$ cat config.mk
export PLATFORM = sky130hd
export DESIGN_NAME = cpwm_deadband
export DESIGN_NICKNAME = d
export VERILOG_FILES = /design/src/rtl/cpwm_pkg.sv /design/src/rtl/cpwm_trip_latch.sv /design/src/rtl/cpwm_gap_timer.sv /design/src/rtl/cpwm_deadband.sv
export SDC_FILE = /design/constraint.sdc
export NUM_CORES = 1
export LEC_CHECK = 0
export BUFFER_PORTS_ARGS = -buffer_cell sky130_fd_sc_hd__buf_2
export CAP_MARGIN = 10
export CORE_UTILIZATION = 40
export DETAILED_ROUTE_END_ITERATION = 10
export SYNTH_ARGS = -nofsm -noshare
export SYNTH_HDL_FRONTEND = slang
export SYNTH_SLANG_ARGS = --single-unit
$ cat constraint.sdc
create_clock -name clk -period 6.7 [get_ports clk]
set_clock_uncertainty 0.2 [all_clocks]
set_input_delay 1.005 -clock clk [delete_from_list [all_inputs] [get_ports clk]]
set_output_delay 1.005 -clock clk [all_outputs]
set_load 0.01 [all_outputs]
$ cat src/rtl/cpwm_pkg.sv
package cpwm_pkg;

   typedef struct packed {
      logic hi;
      logic lo;
   } gate_pair_t;

   localparam gate_pair_t GATES_OFF = '{hi: 1'b0, lo: 1'b0};

   function automatic gate_pair_t side_for(input logic cmd);
      gate_pair_t g;
      g.hi = cmd;
      g.lo = ~cmd;
      return g;
   endfunction

endpackage

$ cat src/rtl/cpwm_trip_latch.sv
module cpwm_trip_latch (
   input  logic clk,
   input  logic rst_n,
   input  logic trip,
   input  logic trip_clear,
   output logic block
);
   logic held_q;

   always_ff @(posedge clk or negedge rst_n) begin
      if (!rst_n) held_q <= 1'b0;
      else        held_q <= trip | (held_q & ~trip_clear);
   end

   // the clearing edge itself still blocks; release takes effect one edge later
   assign block = trip | held_q;
endmodule

$ cat src/rtl/cpwm_gap_timer.sv
module cpwm_gap_timer #(
   parameter int W = 8
) (
   input  logic         clk,
   input  logic         rst_n,
   input  logic         restart,
   input  logic [W-1:0] limit,
   output logic         expired
);
   logic [W-1:0] cnt_q;

   assign expired = (cnt_q >= limit);

   always_ff @(posedge clk or negedge rst_n) begin
      if (!rst_n)        cnt_q <= '0;
      else if (restart)  cnt_q <= '0;
      else if (!expired) cnt_q <= cnt_q + 1'b1;
   end
endmodule

$ cat src/rtl/cpwm_deadband.sv
module cpwm_deadband #(
   parameter int GAP_W = 8
) (
   input  logic             clk,
   input  logic             rst_n,
   input  logic             pwm_cmd,
   input  logic [GAP_W-1:0] gap_cycles,
   input  logic             trip,
   input  logic             trip_clear,
   output logic             gate_hi,
   output logic             gate_lo
);
   import cpwm_pkg::*;

   generate
      if (GAP_W < 1 || GAP_W > 24) begin : g_bad_width
         $error("cpwm_deadband: GAP_W must lie in 1..24");
      end
   endgenerate

   logic       block;
   logic       served_q;
   logic       restart;
   logic       expired;
   gate_pair_t gates_q, gates_d;

   cpwm_trip_latch u_latch (
      .clk        (clk),
      .rst_n      (rst_n),
      .trip       (trip),
      .trip_clear (trip_clear),
      .block      (block)
   );

   // a new command level or an active shutdown restarts the idle count
   assign restart = block | (pwm_cmd ^ served_q);

   cpwm_gap_timer #(.W(GAP_W)) u_timer (
      .clk     (clk),
      .rst_n   (rst_n),
      .restart (restart),
      .limit   (gap_cycles),
      .expired (expired)
   );

   always_comb begin
      gates_d = gates_q;
      if (restart)
         gates_d = GATES_OFF;
      else if (gates_q == GATES_OFF && expired)
         gates_d = side_for(served_q);
   end

   always_ff @(posedge clk or negedge rst_n) begin
      if (!rst_n) begin
         served_q <= 1'b0;
         gates_q  <= GATES_OFF;
      end else begin
         served_q <= pwm_cmd;
         gates_q  <= gates_d;
      end
   end

   assign gate_hi = gates_q.hi;
   assign gate_lo = gates_q.lo;
endmodule

; ---- Word level (Yosys, flattened, before mapping)
; Index checks and enable logic that the tools add are counted.
; Widths: inputs -> output; s select.
[totals]
register_bits = 12
inputBits = 13
output_inout_bits = 2
elab_cells = 22
[op_classes]
n_addsub = 1
order_cmp = 1
eq_ne = 1
mux = 4
bitwise = 7
n_reduce_logical = 3
[ops]
columns = op, n
row1 = $mux 8, 2
row2 = $add 8x1->8 const B, 1
row3 = $ge 8x8->1, 1
row4 = $mux 2, 2
row5 = $or 1x1->1, 3
row6 = $logic_not 2->1, 1
row7 = $ne 2x2->1 const B, 1
row8 = $not 1->1, 2
row9 = $reduce_bool 2->1, 1
row10 = $and 1x1->1, 1
row11 = $logic_and 1x1->1, 1
row12 = $xor 1x1->1, 1

; ---- Logic depth before layout (Yosys ltp)
[logic_depth]
word_depth = 4
depth_mapped = 8
ltp_nobuf = 7

; ---- Modules after synthesis
; A second synthesis with hierarchy kept.
[hier_totals]
hier_cells = 83
hier_area_um2 = 765.7
[modules_own_cells]
columns = mod, n_inst, cells_each, area_each_um2, seq_area_each_um2
row1 = cpwm_gap_timer, 1, 65, 589.3, 200.2
row2 = cpwm_deadband, 1, 14, 133.9, 75.1
row3 = cpwm_trip_latch, 1, 4, 42.5, 25.0

; ---- Worst setup path before layout
; Ideal clock, no wire load.
[synth_path]
path_kind = input port to flip-flop
start = in gap_cycles[1]
end = reg u_timer.cnt_q[7]
setup_time_ns = 0.078
t_arrival_ns = 2.589
required_time_ns = 6.422
slack_ns = 3.834
stages = 7
path_buffers = 0
cell_sequence = inv_1 ha_1 or4_4 a21oi_2 o31ai_2 or4_1 a21oi_1
[synth_between]
elab_chain_len = 2
[synth_rtl]
columns = item, line_no
row1 = start: declaration, cpwm_deadband.sv:7  ; input logic [GAP_W-1:0] gap_cycles,
row2 = $ge 8x8->1, cpwm_gap_timer.sv:12  ; assign expired = (cnt_q >= limit);
row3 = $ne 2x2->1 (no source line), --
row4 = end signal: assignment, cpwm_gap_timer.sv:17  ; else if (!expired) cnt_q <= cnt_q + 1'b1;
row5 = end: declaration, cpwm_gap_timer.sv:10  ; logic [W-1:0] cnt_q;
; No other way between the ends.
; A chain may end at the register's enable or synchronous reset.

; ---- Worst setup path after layout
[layout_path]
start = in gap_cycles[2]
end = reg u_timer.cnt_q[7]
; Same word-level chain as after synthesis.

==> results.yml <==
run_status:
  status: "completed"
global_route:
  antenna_found_initial: 0
  grt_max_degree: 16
  grt_pass1_vias: 545
  grt_pass1_wl_mm: 2.235
  grt_usage: 0.1602
  overflow: 0
worst_setup_path:
  required_ps: 6700
  cp-start-kind: "input pin"
  path_class: "in2reg"
  end_kind: "register"
  r2r_slack_ps: 4200
  critPathMaxFanout: 15
  reg2reg_depth: 6
  regToRegStartpoint: "u_timer.cnt_q[3]"
  cp.arrival_ps: 2860
  reg2reg_to: "u_timer.cnt_q[7]"
power_and_ir_drop:
  seqPwrFrac: 0.572
  pwr-share-comb: 0.100
  irDropWorstVdd_mv: 0.1019
  power_frac_clock: 0.328
  power.switching_mw: 0.02964
  power_density_nw_per_um2: 150.3
  total_leakage_power_nw: 0.4333
  internal_power_mw: 0.1003
  sw_frac_of_total: 0.2281
detailed_routing:
  routed_wl_mm: 1.362
  wl_per_cell_um: 11.26
  drcViolationCount: 0
  drt-pass1-iter-count: 4
  vias_per_cell: 5.058
  ant_nets: 0
  via_count: 612
  drtIter0Drc: 6
timing:
  worst_pin_slew_ps: 874.5
  relSlewSlack: 0.4135
  setup_tns_ps: 0
  rsz0062_at_grt: "false"
  hold_viol: 0
  fmax_ghz: 0.3492
  slew_viol_final: 0
  fin_crit_ps: 2864
  min_period_over_period: 0.4274
  finalSetupViolCount: 0
clocking:
  clk_latency_ps: 270
  cts_resized: 0
  clk_pin_slew_worst_paths_ps: 70
  cts_buffers: 3
  cts_tree: "done"
  hold_buffers: 0
  postCtsSetupBuffers: 0
  root_buffer: "clkbuf_4"
  cts_buffer_depth: 2
  cts_sinks: 12
  cts_max_level: 1
placement:
  dp_hpwl_mm: 1.044
  place_congestion: 0.7107
  dp.cells: 118
  port_buffers: 14
floorplanning:
  die_w_um: 45.25
  ios: 15
  start_util: 0.4287
  dieArea_um2: 2048
  die_y_um: 45.25
  core_um2: 1745
  num_rows: 15
min_path:
  min_path_cells: 1
  hold_start: "u_latch.held_q"
  hold_path_end: "u_latch.held_q"
  min_path_type: "reg2reg"
synth:
  syn_nets: 103
  yosys_warnings: 0
  synth_cell_types: 25
  synthFlopType: "dfrtp_1"
  synthCells: 81
  synth_seq_cells: 12
  syn_area_um2: 748.2
  ys_async_sr_fraction: 1.000
  synth-edff-count: 0
  synth_area_per_cell_um2: 9.237
  synth_seq_area_share: 0.4013
flow_run:
  max_cap_viol_count: 0
finish:
  fillers: 173
  drive_gt1_frac: 0.2083
  final_cell_count_no_fill: 121
  n_antenna_cell: 0
  nets: 120
  syn_to_final_growth_pct: 15.55
==> cells in the mapped netlist (all sizes together), types with 2 or more instances <==
library cell	number	area (um^2)
nand2	3	11.26
or4	3	26.27
o21ai	4	20.02
inv	10	37.54
nand3	5	25.02
a21oi	9	48.80
or3	5	31.28
ha	9	112.6
a21o	2	15.01
nor2	5	18.77
dfrtp	12	300.3
xor2	2	17.52
o31ai	3	27.52
==> stage by stage <==
step / hold slack [ps] / utilization / instance area, um^2 / total power [mW] / setup slack, ps
finish: 303.5 / 0.4953 / 864.6 / 0.1299 / 3836
global route: 325.5 / 0.4953 / 864.6 / 0.1377 / 3672
CTS: 300.1 / 0.4953 / 864.6 / 0.1327 / 3837
detailed placement: 285.1 / 0.4824 / 842.1 / 0.08900 / 3550
global placement: 276.8 / 0.4824 / 842.1 / 0.08845 / 3595
floorplan: 266.4 / - / 748.2 / 0.08262 / 3834
==> registers in the layout, indices dropped and copies added (netlist names) <==
register and count:
gate_lo 1, u_latch.held_q 1, gate_hi 1, u_timer.cnt_q 8
served_q 1
==> cells by family (layout without fill, tap and decap cells) <==
logic type / after synthesis / in the layout / share of synthesized area
buffers and inverters: 12 / 27 / 0.06020
adder cells (fa/ha/maj): 9 / 9 / 0.1505
XOR/XNOR: 3 / 3 / 0.03512
AO/OA/AOI/OAI: 21 / 21 / 0.1789
flip-flops: 12 / 12 / 0.4013
AND/OR/NAND/NOR: 24 / 24 / 0.1739
==> worst max-delay path by stage <==
stage	to	start	slack [ps]	cells after the start
4_1_cts	u_timer.cnt_q[7]	gap_cycles[2]	3840	8
3_3_place_gp	u_timer.cnt_q[7]	gap_cycles[2]	3590	8
2_1_floorplan	u_timer.cnt_q[7]	gap_cycles[1]	3830	7
3_5_place_dp	u_timer.cnt_q[7]	gap_cycles[2]	3550	8
5_1_grt	u_timer.cnt_q[5]	gap_cycles[2]	3670	8
6_report	u_timer.cnt_q[7]	gap_cycles[2]	3840	8
==> layer usage <==
metal | up-vias | global-route usage | routed length, um | share of wire
met3 | 0 | 0.07200 | 49 | 0.036
met5 | - | 0 | 0 | 0
met2 | 11 | 0.2319 | 624 | 0.46
met1 | 281 | 0.2116 | 688 | 0.51
met4 | 0 | 0.05455 | 0 | 0
li1 | 320 | - | - | -
==> cells in the final DEF, fill, tap and decap left out, types with 3 or more instances in the layout <==
master	count
nor2_1	5
nand3_1	5
clkbuf_4	3
inv_1	10
nand2_1	3
or3_1	5
dfrtp_1	12
a21oi_1	8
ha_1	9
buf_2	14
o21ai_0	4
==> critical path, cell delays in order <==
cell and delay [ps]:
buf_2 80, inv_1 30, ha_1 200, or4_4 510
a21oi_2 150, o31ai_2 200, or4_1 550, a21oi_1 150
==> power by group through the flow <==
stage / sequential [mW] / combinational (mW) / clock (mW)
4_1_cts: 0.0742 / 0.0133 / 0.0451
5_1_grt: 0.0743 / 0.0152 / 0.0482
6_report: 0.0743 / 0.0130 / 0.0427
3_5_place_dp: 0.0757 / 0.0133 / 0
2_1_floorplan: 0.0755 / 0.00710 / 0
3_3_place_gp: 0.0756 / 0.0128 / 0
==> final cells by class <==
type,instances,area [um^2],share of cell area
multi-input cells,57,402.9,0.4660
repair buffers,14,70.07,0.08104
flip-flops and latches,12,300.3,0.3473
clock buffers,3,22.52,0.02605
inverters,10,37.54,0.04342
well taps,25,31.28,0.03618
No activity file was read; power rests on OpenSTA's default activity.
